===== src/rtl/cbd_pkg.sv =====
package cbd_pkg;
  typedef enum logic [2:0] {
    ACC_NONE,
    ACC_WORD,
    ACC_EVEN,
    ACC_ODD_SWAP,
    ACC_ODD_ONLY
  } acc_kind_e;
endpackage


===== src/rtl/cbd_powerup_guard.sv =====
module cbd_powerup_guard #(
  parameter int unsigned HOLD_CYC = 150000
) (
  input  logic clk,
  input  logic rst_n,
  input  logic role_in,
  output logic ready,
  output logic role_q
);
  localparam int unsigned CW = (HOLD_CYC > 1) ? $clog2(HOLD_CYC) : 1;

  logic [CW-1:0] cnt;

  always_ff @(posedge clk or negedge rst_n) begin
    if (!rst_n) begin
      cnt    <= '0;
      ready  <= 1'b0;
      role_q <= 1'b0;
    end else if (!ready) begin
      role_q <= role_in;
      if (cnt == CW'(HOLD_CYC - 1)) ready <= 1'b1;
      else                          cnt   <= cnt + 1'b1;
    end
  end
endmodule


===== src/rtl/cbd_access_classify.sv =====
module cbd_access_classify
  import cbd_pkg::*;
(
  input  logic [1:0] ce_n,
  input  logic       a0,
  output acc_kind_e  kind
);
  always_comb begin
    unique case (ce_n)
      2'b00:   kind = ACC_WORD;
      2'b10:   kind = a0 ? ACC_ODD_SWAP : ACC_EVEN;
      2'b01:   kind = ACC_ODD_ONLY;
      default: kind = ACC_NONE;
    endcase
  end
endmodule


===== src/rtl/cbd_lane_steer.sv =====
module cbd_lane_steer
  import cbd_pkg::*;
#(
  parameter int unsigned DW = 16
) (
  input  acc_kind_e       kind,
  input  logic            wr_en,
  input  logic            rd_en,
  input  logic [DW-1:0]   host_d_in,
  input  logic [DW-1:0]   int_d_in,
  output logic [DW-1:0]   host_d_out,
  output logic [1:0]      host_d_oe,
  output logic [DW-1:0]   int_d_out,
  output logic            we_hi_n,
  output logic            we_lo_n,
  output logic            oe_hi_n,
  output logic            oe_lo_n
);
  localparam int unsigned LW = DW / 2;

  logic int_hi_used, int_lo_used, host_hi_used, host_lo_used;
  logic [LW-1:0] int_hi_wdata, int_lo_wdata, host_hi_rdata, host_lo_rdata;

  always_comb begin
    int_hi_used   = kind inside {ACC_WORD, ACC_ODD_SWAP, ACC_ODD_ONLY};
    int_lo_used   = kind inside {ACC_WORD, ACC_EVEN};
    host_hi_used  = kind inside {ACC_WORD, ACC_ODD_ONLY};
    host_lo_used  = kind inside {ACC_WORD, ACC_EVEN, ACC_ODD_SWAP};

    int_hi_wdata  = (kind == ACC_ODD_SWAP) ? host_d_in[LW-1:0] : host_d_in[DW-1:LW];
    int_lo_wdata  = host_d_in[LW-1:0];
    host_hi_rdata = int_d_in[DW-1:LW];
    host_lo_rdata = (kind == ACC_ODD_SWAP) ? int_d_in[DW-1:LW] : int_d_in[LW-1:0];

    we_hi_n = !(wr_en && int_hi_used);
    we_lo_n = !(wr_en && int_lo_used);
    oe_hi_n = !(rd_en && int_hi_used);
    oe_lo_n = !(rd_en && int_lo_used);

    host_d_oe  = {rd_en && host_hi_used, rd_en && host_lo_used};
    host_d_out = {host_d_oe[1] ? host_hi_rdata : '0,
                  host_d_oe[0] ? host_lo_rdata : '0};
    int_d_out  = {!we_hi_n ? int_hi_wdata : '0,
                  !we_lo_n ? int_lo_wdata : '0};
  end
endmodule


===== src/rtl/cbd_select_decode.sv =====
module cbd_select_decode #(
  parameter int unsigned SEL_W = 3
) (
  input  logic             en,
  input  logic [SEL_W-1:0] sel,
  output logic [(1<<SEL_W)-1:0] cs_n
);
  localparam int unsigned NSEL = 1 << SEL_W;

  for (genvar i = 0; i < NSEL; i++) begin : g_cs
    assign cs_n[i] = !(en && (sel == SEL_W'(i)));
  end
endmodule


===== src/rtl/card_bus_decoder.sv =====
module card_bus_decoder
  import cbd_pkg::*;
#(
  parameter int unsigned CLK_KHZ = 50000,
  parameter int unsigned HOLD_US = 3000,
  parameter int unsigned DW      = 16,
  parameter int unsigned ADDR_W  = 12,
  parameter int unsigned SEL_W   = 3
) (
  input  logic                     clk,
  input  logic                     rst_n,
  input  logic                     role_strap,
  input  logic [1:0]               host_ce_n,
  input  logic                     host_oe_n,
  input  logic                     host_we_n,
  input  logic                     host_reg_n,
  input  logic                     host_a0,
  input  logic [ADDR_W-1:0]        host_addr,
  input  logic [DW-1:0]            host_d_in,
  output logic [DW-1:0]            host_d_out,
  output logic [1:0]               host_d_oe,
  input  logic [DW-1:0]            int_d_in,
  output logic [DW-1:0]            int_d_out,
  output logic                     int_we_hi_n,
  output logic                     int_we_lo_n,
  output logic                     int_oe_hi_n,
  output logic                     int_oe_lo_n,
  output logic [(1<<SEL_W)-1:0]    int_cs_n
);
  localparam int unsigned HOLD_RAW = (CLK_KHZ * HOLD_US) / 1000;
  localparam int unsigned HOLD_CYC = (HOLD_RAW > 0) ? HOLD_RAW : 1;
  localparam int unsigned NSEL     = 1 << SEL_W;

  logic      pwr_ready, role_hi;
  logic      data_en, wr_en, rd_en, cs_en;
  acc_kind_e kind;

  cbd_powerup_guard #(.HOLD_CYC(HOLD_CYC)) u_guard (
    .clk     (clk),
    .rst_n   (rst_n),
    .role_in (role_strap),
    .ready   (pwr_ready),
    .role_q  (role_hi)
  );

  cbd_access_classify u_class (
    .ce_n (host_ce_n),
    .a0   (host_a0),
    .kind (kind)
  );

  assign data_en = pwr_ready && !role_hi && host_reg_n;
  assign wr_en   = data_en && !host_we_n;
  assign rd_en   = data_en && host_we_n && !host_oe_n;
  assign cs_en   = pwr_ready && role_hi && host_reg_n && (host_ce_n != 2'b11);

  cbd_lane_steer #(.DW(DW)) u_steer (
    .kind       (kind),
    .wr_en      (wr_en),
    .rd_en      (rd_en),
    .host_d_in  (host_d_in),
    .int_d_in   (int_d_in),
    .host_d_out (host_d_out),
    .host_d_oe  (host_d_oe),
    .int_d_out  (int_d_out),
    .we_hi_n    (int_we_hi_n),
    .we_lo_n    (int_we_lo_n),
    .oe_hi_n    (int_oe_hi_n),
    .oe_lo_n    (int_oe_lo_n)
  );

  cbd_select_decode #(.SEL_W(SEL_W)) u_sel (
    .en   (cs_en),
    .sel  (host_addr[ADDR_W-1 -: SEL_W]),
    .cs_n (int_cs_n)
  );
endmodule


===== config.mk =====
export PLATFORM = sky130hd
export DESIGN_NAME = card_bus_decoder
export DESIGN_NICKNAME = d
export VERILOG_FILES = /design/src/rtl/cbd_pkg.sv /design/src/rtl/cbd_powerup_guard.sv /design/src/rtl/cbd_access_classify.sv /design/src/rtl/cbd_lane_steer.sv /design/src/rtl/cbd_select_decode.sv /design/src/rtl/card_bus_decoder.sv
export SDC_FILE = /design/constraint.sdc
export NUM_CORES = 1
export LEC_CHECK = 0
export BUFFER_PORTS_ARGS = -buffer_cell sky130_fd_sc_hd__buf_2
export CORE_AREA = 2 2 74 76
export CTS_BUF_LIST = sky130_fd_sc_hd__clkbuf_16
export CTS_CLUSTER_DIAMETER = 200
export DETAILED_ROUTE_END_ITERATION = 12
export DIE_AREA = 0 0 76 78
export SETUP_SLACK_MARGIN = 0.3
export SYNTH_ARGS = -nofsm -noshare
export SYNTH_HDL_FRONTEND = slang
export SYNTH_SLANG_ARGS = --single-unit

===== constraint.sdc =====
create_clock -name clk -period 2.7 [get_ports clk]
set_input_delay 0.135 -clock clk [delete_from_list [all_inputs] [get_ports clk]]
set_output_delay 0.135 -clock clk [all_outputs]
set_load 0.02 [all_outputs]

# Word level (Yosys, flattened, before mapping)
# Cells that the tools add are included.
dict set report totals {
  register_bits 20
  in_bits 53
  out_inout_bits 46
}
dict set report classes {
  n_addsub 1
  n_eq_ne 15
  n_mux 10
  bitwise 2
  n_reduce_logical 44
}
# op count
set ops {}
lappend ops {{8-bit two-way mux} 6}
lappend ops {{1-bit logical AND} 22}
lappend ops {{18-bit by 1-bit adder with 18-bit output, second input constant} 1}
lappend ops {{18-bit == test, second input constant} 1}
lappend ops {{3-bit == test, second input constant} 5}
lappend ops {{1-bit logical NOT} 15}
lappend ops {{3-bit by 2-bit == test with 1-bit output, second input constant} 4}
lappend ops {{3-bit case mux with 3 select lines} 1}
lappend ops {{3-bit by 1-bit == test with 1-bit output, second input constant} 2}
lappend ops {{3-bit nonzero test} 2}
lappend ops {{2-bit nonzero test} 2}
lappend ops {{3-bit logical NOT} 1}
lappend ops {{1-bit two-way mux} 3}
lappend ops {{2-bit by 1-bit == test with 1-bit output, second input constant} 1}
lappend ops {{2-bit == test, second input constant} 1}
lappend ops {{2-bit logical NOT} 1}
lappend ops {{2-bit inequality test, second input constant} 1}
lappend ops {{1-bit inverter} 2}
lappend ops {{2-bit AND reduction} 1}

# Depth between registers and ports, before layout
dict set report logic_depth {
  depth_word 7
  ltp_mapped 6
  depth_no_buf 5
}

# By module
# From an unflattened synthesis, not the netlist that was laid out.
dict set report unflattened {
  cells_unflattened 188
  area_unflattened_um2 1775.5
}
# module n_inst cells_per_inst area_per_inst_um2 seq_area_each_um2
set modules_own_cells {}
lappend modules_own_cells {cbd_powerup_guard 1 80 955.9 500.5}
lappend modules_own_cells {cbd_lane_steer 1 91 685.7 0.0}
lappend modules_own_cells {cbd_select_decode 1 8 76.3 0.0}
lappend modules_own_cells {card_bus_decoder 1 5 33.8 0.0}
lappend modules_own_cells {cbd_access_classify 1 4 23.8 0.0}

# Worst setup path after synthesis
# No wires, ideal clock.
dict set report synth_timing {
  kind {register -> output}
  start {reg u_guard.ready}
  end {out int_d_out[10]}
  t_arrival_ns 1.483
  t_required_ns 2.565
  setup_slack_ns 1.082
  stages_incl_launch_ff 5
  cell_sequence {dfrtp_1 -> nand2_1 -> nor3_2 -> nand2_2 -> a21oi_1}
}
dict set report synth_via {
  elab_chain_cells 5
}
# item line
set synth_rtl {}
lappend synth_rtl {{from (decl)} cbd_powerup_guard.sv:7} ;# output logic ready,
lappend synth_rtl {{from (signal assigned)} cbd_powerup_guard.sv:17} ;# ready <= 1'b0;
lappend synth_rtl {{from (signal assigned)} cbd_powerup_guard.sv:21} ;# if (cnt == CW'(HOLD_CYC - 1)) ready <= 1'b1;
lappend synth_rtl {{1-bit logical AND (2 in series)} card_bus_decoder.sv:52} ;# assign data_en = pwr_ready && !role_hi && host_reg_n;
lappend synth_rtl {{1-bit logical AND} card_bus_decoder.sv:53} ;# assign wr_en = data_en && !host_we_n;
lappend synth_rtl {{1-bit logical AND} cbd_lane_steer.sv:35} ;# we_hi_n = !(wr_en && int_hi_used);
lappend synth_rtl {{8-bit two-way mux} cbd_lane_steer.sv:43} ;# int_d_out = {!we_hi_n ? int_hi_wdata : '0,
lappend synth_rtl {{to (decl)} card_bus_decoder.sv:23} ;# output logic [DW-1:0] int_d_out,
# No other way between the ends.

# Worst setup path after layout
dict set report layout_timing {
  start {reg u_guard.ready}
  end {out host_d_out[9]}
}
dict set report layout_via {
  elab_chain_cells 6
}
# item line
set layout_rtl {}
lappend layout_rtl {{1-bit logical AND (2 in series)} card_bus_decoder.sv:52}
lappend layout_rtl {{1-bit logical AND (2 in series)} card_bus_decoder.sv:54} ;# assign rd_en = data_en && host_we_n && !host_oe_n;
lappend layout_rtl {{1-bit logical AND} cbd_lane_steer.sv:40} ;# host_d_oe = {rd_en && host_hi_used, rd_en && host_lo_used};
lappend layout_rtl {{8-bit two-way mux} cbd_lane_steer.sv:41} ;# host_d_out = {host_d_oe[1] ? host_hi_rdata : '0,
lappend layout_rtl {{to (decl)} card_bus_decoder.sv:20} ;# output logic [DW-1:0] host_d_out,
# No other way between the ends.

==> out/results.ini <==
[status]
outcome = finished, final reports clean

[die]
core_sq_um = 5040
row_count = 26
die_area_sq_um = 5930
fp.dieW_um = 76
ioPinCount = 99
die_h_um = 78
initial_core_util_pct = 28.4

[worst_hold_path]
min_path_cells = 2
min_from = role_strap
min_to = u_guard.role_q$_DFFE_PN0N_
hp-class = input pin to flop

[power_and_ir_drop]
combinationalPowerShare_pct = 8.8
p_per_area_nw_per_um2 = 376
irDropWorstVdd_mv = 0.225
p_seq_share_pct = 39.0
swShare_pct = 19.1
p_leak_nw = 1.07
p_sw_mw = 0.148
internal_power_mw = 0.627
clockPowerShare_pct = 52.3

[cells_and_area]
regArea_sq_um = 500
multiInputGateArea_sq_um = 883
fin_cells = 338
post-route-util_pct = 40.9
nets = 323
fill_cells = 508
syn_to_final_growth_pct = 44.2
drive_above_1_share_pct = 38.8
num_antenna_cells = 0

[synthesis]
synth_ff_type = dfrtp_1
avgSynthCellArea_sq_um = 7.99
synthXorXnorAreaFrac_pct = 9.19
synthCells = 179
synth_fa_ha_area_share_pct = 0.875
synth-seq-cells = 20
synth.net_count = 233
synth_most_common_cell = nand2_1
synth_simple_gate_area_share_pct = 40.2
synth_edf_count = 0
syn_area_sq_um = 1430
yosysWarnings = 0
async_flop_share_pct = 100
ys_seq_area_share_pct = 35.0
synth.top_cell.area_share_pct = 35.0
ys_top_cells_by_area = dfrtp_1 (35%), nand2_1 (13%), xnor2_1 (7.3%)
synth-compound-area-share_pct = 9.62
synthDistinctLibCells = 30
synth_area_leader_cell = dfrtp_1
synth_top_family_by_area = simple AND/OR/NAND/NOR gates
synthMuxAreaShare_pct = 1.84
ys_top_cells_by_count = nand2_1 (48), dfrtp_1 (20), a21oi_1 (19)

[timing]
fmaxAchievable_mhz = 474
post-route-min-period_ns = 2.11
slew_headroom_pct = 59.0
tightest_slew_ns = 0.615
tns_ns = 0
maxSlewViolCount = 0
setup_viol = 0
fin_crit_sh_pct = 78.2
clock_skew_ns = 0.00628
hold_viol = 0
holdWs_ns = 0.120
rsz0062_at_grt = false

[cts]
clkTransAtPathRegs_ns = 0.05
h-tree-depth = 1
cts_resized = 0
clockRootBuffer = clkbuf_16
clk-insertion-delay-late_ns = 0.25
numCtsBuffers = 3
clock_path_buffers = 2
clock_sinks = 20
cts_tree = built

[detailed_routing]
detail_route.wirelength_um = 3680
avgViaCountPerCell = 4.46
first_iter_violations = 49
via_count = 1509
drtPass1Iterations = 4
antenna_left = 0
drc = 0
wl_per_cell_um = 10.9

[global_route]
grt_max_degree = 21
grt_antenna_before_repair = 0
grt_pass1_vias = 1405
overflow = 0
grt_pass1_wl_um = 6370
track_usage_pct = 12.9

[setup_path]
crit_required_ns = 2.57
r2r-start = u_guard.cnt[0]$_DFFE_PN0P_
worst_r2r_path_depth = 5
end_kind = output port
worstSetupPathType = flop to output port
rrSetupSlack_ns = 1.05
worst_r2r_endpoint = u_guard.cnt[8]$_DFFE_PN0P_
crit_arrival_ns = 1.98
startpoint_type = flop
path_max_fanout = 9

[place]
gp_congestion = 0.784
placed_cells = 333
place_hpwl_um = 2910
numPortBuffers = 89

[job]
maxCapViolCount = 0

-- per-layer routing --
metal  global-route usage (%)  wire length [um]  vias up
met5                        0                 0        -
met4                     5.45                70        0
met3                     3.26               257        9
met2                     20.9              1680       52
met1                     16.4              1680      662
li1                         -                 -      786
-- kinds of logic after synthesis --
logic type	count (synthesis)
xor+xnor	15
simple gates	108
buf+inv	11
mux	2
compound gates	22
flops	20
fa+ha+maj	1
-- flip-flops by register name, summed over array words and instances (netlist names) --
| register | cells |
|---|---|
| u_guard.role_q | 1 |
| u_guard.cnt | 18 |
| u_guard.ready | 1 |
-- cell usage in the layout (no fill, tap or decap) --
| cell type | Yosys | routed |
|---|---|---|
| a211oi_1 | 2 | 2 |
| a21oi_1 | 19 | 19 |
| a41oi_4 | 1 | 1 |
| and2_1 | 11 | 11 |
| and3_1 | 11 | 11 |
| and4_1 | 1 | 1 |
| and4_4 | 2 | 2 |
| and4b_1 | 1 | 1 |
| buf_2 | 4 | 89 |
| buf_4 | 0 | 2 |
| bufinv_16 | 0 | 1 |
| clkbuf_16 | 0 | 3 |
| dfrtp_1 | 20 | 20 |
| dlygate4sd3_1 | 0 | 1 |
| ha_1 | 1 | 1 |
| inv_1 | 4 | 4 |
| mux2_2 | 1 | 1 |
| mux2_4 | 1 | 1 |
| nand2_1 | 48 | 48 |
| nand2_2 | 1 | 1 |
| nand2b_1 | 1 | 1 |
| nand3_1 | 10 | 10 |
| nand3b_1 | 1 | 1 |
| nand4_1 | 5 | 5 |
| nor2_1 | 7 | 7 |
| nor2b_1 | 4 | 4 |
| nor3_1 | 1 | 1 |
| nor3_2 | 1 | 1 |
| nor4b_2 | 1 | 1 |
| nor4b_4 | 1 | 1 |
| nor4bb_1 | 1 | 1 |
| xnor2_1 | 12 | 12 |
| xor2_1 | 3 | 3 |
-- critical path, cell delays in order, from the launching register on --
cell and delay (ns):
dfrtp_1 0.47, nand2_1 0.16, nor4b_4 0.29, nor2b_1 0.45, and2_1 0.19, buf_2 0.15
-- area by class of cell --
type | count | share of cell area (%)
Clock buffer | 3 | 3.64
Clock inverter | 1 | 1.46
Inverter | 4 | 0.728
Multi-Input combinational cell | 148 | 42.8
Sequential cell | 20 | 24.3
Tap cell | 70 | 4.25
Timing Repair Buffer | 92 | 22.8
-- how the worst max path moves through the flow --
stage                     slack [ns]             end                    start
after detailed placement        0.83  host_d_out[13]  u_guard.ready$_DFF_PN0_
after global routing            0.35  host_d_out[12]  u_guard.ready$_DFF_PN0_
final                           0.59   host_d_out[9]  u_guard.ready$_DFF_PN0_
after floorplan                 1.08   int_d_out[10]  u_guard.ready$_DFF_PN0_
after global placement          0.85  host_d_out[14]  u_guard.ready$_DFF_PN0_
after CTS                       0.56  host_d_out[13]  u_guard.ready$_DFF_PN0_
-- power by group through the flow --
stage          logic [mW]  clock network (mW)  registers [mW]
5_1_grt            0.0779               0.427           0.302
6_report           0.0679               0.405           0.302
2_1_floorplan      0.0215                   0           0.307
3_3_place_gp       0.0661                   0           0.307
4_1_cts            0.0690               0.413           0.302
3_5_place_dp       0.0676                   0           0.307
-- stage by stage --
stage	setup slack [ns]	power, mW	cell area [sq um]
2_1_floorplan	1.08	0.329	1430
3_5_place_dp	0.827	0.375	1950
5_1_grt	0.348	0.807	2060
3_3_place_gp	0.851	0.373	1950
6_report	0.589	0.775	2060
4_1_cts	0.555	0.784	2060
-- repair_timing --
action	4_1_cts	5_1_grt
hold buffers	1	0
endpoints found under the hold margin	20	0
buffers inserted	0	0
(Power assumes the default switching activity.)
